--- src/rtl/key_evt_fifo.sv ---
module key_evt_fifo #(
  parameter int IDX_W  = 4,
  parameter int CODE_W = 7,
  parameter int OFF_W  = 8
) (
  input  logic              clk,
  input  logic              rst,
  input  logic              flush,
  input  logic              push_valid,
  input  logic [CODE_W-1:0] push_code,
  input  logic              push_press,
  input  logic              pop_req,
  output logic [CODE_W:0]   pop_data,
  input  logic [OFF_W-1:0]  peek_off,
  output logic [CODE_W:0]   peek_data,
  output logic [IDX_W:0]    fifo_len,
  output logic              key_evt,
  output logic              ovf_set,
  input  logic              ovf_clr,
  output logic              ovf_pend
);
  localparam int DEPTH = 1 << IDX_W;
  localparam int ENT_W = CODE_W + 1;

  logic [ENT_W-1:0] mem [DEPTH];
  logic [IDX_W-1:0] head_q;
  logic [IDX_W:0]   len_q;
  logic             pend_q;

  logic             rd_ok;
  logic [IDX_W-1:0] head_a;
  logic [IDX_W:0]   len_a;
  logic             room;
  logic [IDX_W-1:0] wr_idx;
  logic [IDX_W-1:0] peek_idx;
  logic             peek_hit;

  assign rd_ok    = pop_req && !flush && (len_q > (IDX_W+1)'(1));
  assign head_a   = head_q + IDX_W'(rd_ok);
  assign len_a    = len_q - (IDX_W+1)'(rd_ok);
  assign room     = len_a < (IDX_W+1)'(DEPTH);
  assign wr_idx   = head_a + len_a[IDX_W-1:0];

  assign key_evt  = push_valid && !flush && !pend_q && room;
  assign ovf_set  = push_valid && !flush && !pend_q && !room;

  assign pop_data = rd_ok ? mem[head_q + IDX_W'(1)] : '0;

  assign peek_hit  = 32'(peek_off) < 32'(len_q);
  assign peek_idx  = head_q + peek_off[IDX_W-1:0];
  assign peek_data = peek_hit ? mem[peek_idx] : '0;

  assign fifo_len = len_q;
  assign ovf_pend = pend_q;

  always_ff @(posedge clk) begin
    if (key_evt) mem[wr_idx] <= {push_press, push_code};
  end

  always_ff @(posedge clk) begin
    if (rst || flush) begin
      head_q <= '0;
      len_q  <= '0;
    end else begin
      head_q <= head_a;
      len_q  <= len_a + (IDX_W+1)'(key_evt);
    end
  end

  always_ff @(posedge clk) begin
    if (rst || flush || ovf_clr) pend_q <= 1'b0;
    else if (ovf_set)            pend_q <= 1'b1;
  end

  AST_LEN_MAX: assert property (@(posedge clk) disable iff (rst)
    fifo_len <= (IDX_W+1)'(DEPTH));
  AST_OVF_STICKY: assert property (@(posedge clk) disable iff (rst)
    ovf_set && !ovf_clr |=> ovf_pend);
  AST_PEND_HOLD: assert property (@(posedge clk) disable iff (rst)
    ovf_pend && !ovf_clr && !flush |=> ovf_pend);
  AST_PEND_NO_GROW: assert property (@(posedge clk) disable iff (rst)
    ovf_pend |=> fifo_len <= $past(fifo_len));
  AST_POP_STEP: assert property (@(posedge clk) disable iff (rst)
    pop_req && !flush && fifo_len > 1 && !push_valid |=> fifo_len == $past(fifo_len) - 1);
  AST_POP_REFUSE: assert property (@(posedge clk) disable iff (rst)
    pop_req && fifo_len <= 1 && !push_valid && !flush |=> $stable(fifo_len));
  AST_EVT_GROW: assert property (@(posedge clk) disable iff (rst)
    key_evt && !pop_req |=> fifo_len == $past(fifo_len) + 1);
  AST_FLUSH_EMPTY: assert property (@(posedge clk) disable iff (rst)
    flush |=> fifo_len == '0);
  AST_FLUSH_QUIET: assert property (@(posedge clk) disable iff (rst)
    flush |-> !key_evt && !ovf_set && pop_data == '0);
  AST_EVT_OVF_EXCL: assert property (@(posedge clk) disable iff (rst)
    !(key_evt && ovf_set));
endmodule

--- config.mk ---
export PLATFORM = sky130hd
export DESIGN_NAME = key_evt_fifo
export DESIGN_NICKNAME = d
export VERILOG_FILES = /design/src/rtl/key_evt_fifo.sv
export SDC_FILE = /design/constraint.sdc
export NUM_CORES = 1
export LEC_CHECK = 0
export CAP_MARGIN = 10
export CELL_PAD_IN_SITES_DETAIL_PLACEMENT = 1
export CELL_PAD_IN_SITES_GLOBAL_PLACEMENT = 1
export CORE_MARGIN = 10
export CORE_UTILIZATION = 25
export CTS_CLUSTER_DIAMETER = 150
export DETAILED_ROUTE_END_ITERATION = 8
export DONT_BUFFER_PORTS = 1
export PLACE_DENSITY_LB_ADDON = 0.1
export SYNTH_ARGS = -nofsm -noshare
export SYNTH_HDL_FRONTEND = slang
export SYNTH_SLANG_ARGS = --single-unit
--- constraint.sdc ---
create_clock -name clk -period 4.7 [get_ports clk]
set_input_delay 1.41 -clock clk [delete_from_list [all_inputs] [get_ports clk]]
set_output_delay 1.41 -clock clk [all_outputs]
set_load 0.02 [all_outputs]
==> flow_metrics.env <==
export IMPL_setup_worst_path_class="in -> out"
export IMPL_drv_slew=0
export IMPL_max_clock_freq_mhz=206.1
export IMPL_insertion_delay_ns=0.42
export IMPL_die_height_um=188.7
export IMPL_hpwl_mm=16.61
export IMPL_cts_made_buffers=17
export IMPL_gp_congestion=0.7907
export IMPL_rows=61
export IMPL_drv_cap=0
export IMPL_required_ns=3.29
export IMPL_yosys_area_top_type="edfxtp_1"
export IMPL_io_pins=46
export IMPL_drt_initial_drc_count=307
export IMPL_post_route_min_period_ns=4.852
export IMPL_drive_above_1_share=0.3152
export IMPL_rr_worst_depth=12
export IMPL_cp_slowest_stage_delay_ns=0.81
export IMPL_total_power_mw=2.890
export IMPL_setup_viol=8
export IMPL_final_antenna_net_count=0
export IMPL_cp_num_cells=10
export IMPL_grtUsageTotal=0.1370
export IMPL_placed_area_sq_um=8275
export IMPL_firstDrtPassIters=4
export IMPL_slowest_stage="fa_4"
export IMPL_drc=0
export IMPL_synth_top_cell_area_share=0.5406
export IMPL_cp_data_arrival_time_ns=3.44
export IMPL_die_area_sq_um=35590
export IMPL_cp_top_family="adder cells"
export IMPL_crit_top_cell="buf_6"
export IMPL_port_buffers=0
export IMPL_ys_seq_elements=138
export IMPL_p_per_area_nw_per_um2=319.1
export IMPL_fin_setup_tns_ns=-0.8626
export IMPL_slew_headroom=0.4674
export IMPL_path_clk_slew_ns=0.06
export IMPL_fin_crit_sh=1.032
export IMPL_synth_edf_count=128
export IMPL_hp_class="reg -> reg"
export IMPL_grt_ovfl_total=0
export IMPL_nets=597
export IMPL_crit_path_cell_trace="ha_4, inv_2, fa_4, buf_12, buf_6, mux4_2, mux2i_1, buf_4, o22ai_4, buf_6"
export IMPL_violations="negative setup slack"
export IMPL_grt_pass1_vias=5121
export IMPL_initial_core_util=0.2545
export IMPL_grt_first_pass_wirelength_mm=35.31
export IMPL_status="finished with violations"
export IMPL_routed_via_density=4.877
export IMPL_rsz0062_at_grt="true"
export IMPL_cts_sinks=138
export IMPL_cp_start_kind="input pin"
export IMPL_yosys_warnings=0
export IMPL_synth_seq_area_share=0.5687
export IMPL_holdPathStages=2
export IMPL_antenna_found_initial=0
export IMPL_syn_to_final_growth_pct=27.40
export IMPL_die_x_um=188.7
export IMPL_yosysMostFrequentCell="edfxtp_1"
export IMPL_worstSetupEndpointType="primary output"
export IMPL_vdd_ir_drop_max_mv=0.2235
export IMPL_hold_buffers=0
export IMPL_cts_tree="done"
export IMPL_synthArstFlopShare=0
export IMPL_synth_cells_most_frequent="edfxtp_1, mux2i_1, nand3_1, mux4_2, nor3_1"
export IMPL_htree_levels=4
export IMPL_cts_root_buf="clkbuf_16"
export IMPL_synth_net_count=529
export IMPL_final_cells=950
export IMPL_num_vias=4633
export IMPL_setup_slack_ns=-0.1515
export IMPL_netlist_top_cells_area="edfxtp_1, mux2i_1, mux4_2"
export IMPL_hold_ws_ns=0.6437
export IMPL_critPathBufInv=5
export IMPL_grt_max_degree=37
export IMPL_synth_ff_type="edfxtp_1"
export IMPL_hold_viol=0
export IMPL_netlist_area_sq_um=7111
export IMPL_wl_mm=23.95
export IMPL_synthCells=491
export IMPL_dp_cells=912
export IMPL_wl_per_cell_um=25.21
export IMPL_finClkSkew_ns=0.006654
export IMPL_crit_fanout=3
export IMPL_synth_cell_types=43
export IMPL_stdcell_area_sq_um=9059
export IMPL_avgSynthCellArea_sq_um=14.48
export IMPL_cts_buffer_depth=2
export IMPL_worst_slew_pin_slew_ns=0.7906
export IMPL_fp_coreArea_sq_um=27930
export IMPL_p_leak_nw=3.109
[path summary, 6_finish.rpt]
check	startpoint	to	slack (ns)
setup / recovery	peek_off[0]	peek_data[6]	-0.15
hold / removal	ovf_pend	ovf_pend	0.64
setup reg to reg	fifo_len[3]	mem[4][6]	0.44
hold reg to reg	ovf_pend	ovf_pend	0.64
[state kept, by name, summed over array words and instances (netlist names)]
name      flops
mem         128
fifo_len      5
head_q        4
ovf_pend      1
[timing repair]
action	4_1_cts	5_1_grt
setup endpoints to repair	8	8
cloned	1	0
setup buffers	5	2
pin swaps	9	21
gates resized for setup	17	9
[metal layers]
metal / vias to the layer above / wire length [um] / GRT usage
met5: - / 0 / 0
met4: 0 / 257 / 0.03602
met3: 14 / 1087 / 0.03434
met2: 94 / 11840 / 0.2252
met1: 2418 / 10770 / 0.1753
li1: 2107 / - / -
[logic make-up after synthesis]
kind of cell    synth area share
compound gates           0.02956
xor+xnor                 0.02727
fa+ha+maj                0.02921
buf+inv                  0.02464
flops                     0.5687
mux                       0.2161
simple gates              0.1045
[tightest hold or removal path: stages (launching register included)]
cell	delay, ns
dfxtp_1	0.39
a21oi_1	0.15
nor3_1	0.05
[power breakdown]
| group | internal, mW | switching (mW) | leakage (nW) |
|---|---|---|---|
| Clock | 0.837 | 0.540 | 0.281 |
| Combinational | 0.0746 | 0.0892 | 1.59 |
| Sequential | 1.35 | 0.00352 | 1.23 |
[stage by stage]
stage	setup WS, ns	util
5_1_grt	-0.2178	0.3242
3_3_place_gp	-0.3095	0.2962
2_1_floorplan	0.04798	-
3_5_place_dp	-0.2778	0.2962
6_report	-0.1515	0.3243
4_1_cts	-0.2335	0.3234
[cells in the final DEF (no fill, tap or decap), drive strengths merged, types with 3 or more instances in the layout]
cell type  instances
clkinvlp           3
dfxtp             10
edfxtp           128
nor2               7
mux2i             77
o22ai             16
nand4             15
or3                3
buf               81
mux4              34
nor3b              4
nor2b              4
xor2               7
inv               13
xnor2              9
ha                15
bufinv             3
nand2              4
and2               5
nand3             65
a21oi              4
nor3              21
clkinv             4
clkbuf            18
[layout make-up]
cell class              count  area, sq um
repair buffers             81        850.8
well taps                 378        473.0
clock buffers              18        429.2
multi-input cells         311         3052
clock inverters            13        168.9
fillers                  2964        18880
diodes                      1        2.502
flip-flops and latches    138         4045
inverters                  10        37.54
Power figures use the tool's default switching activity.
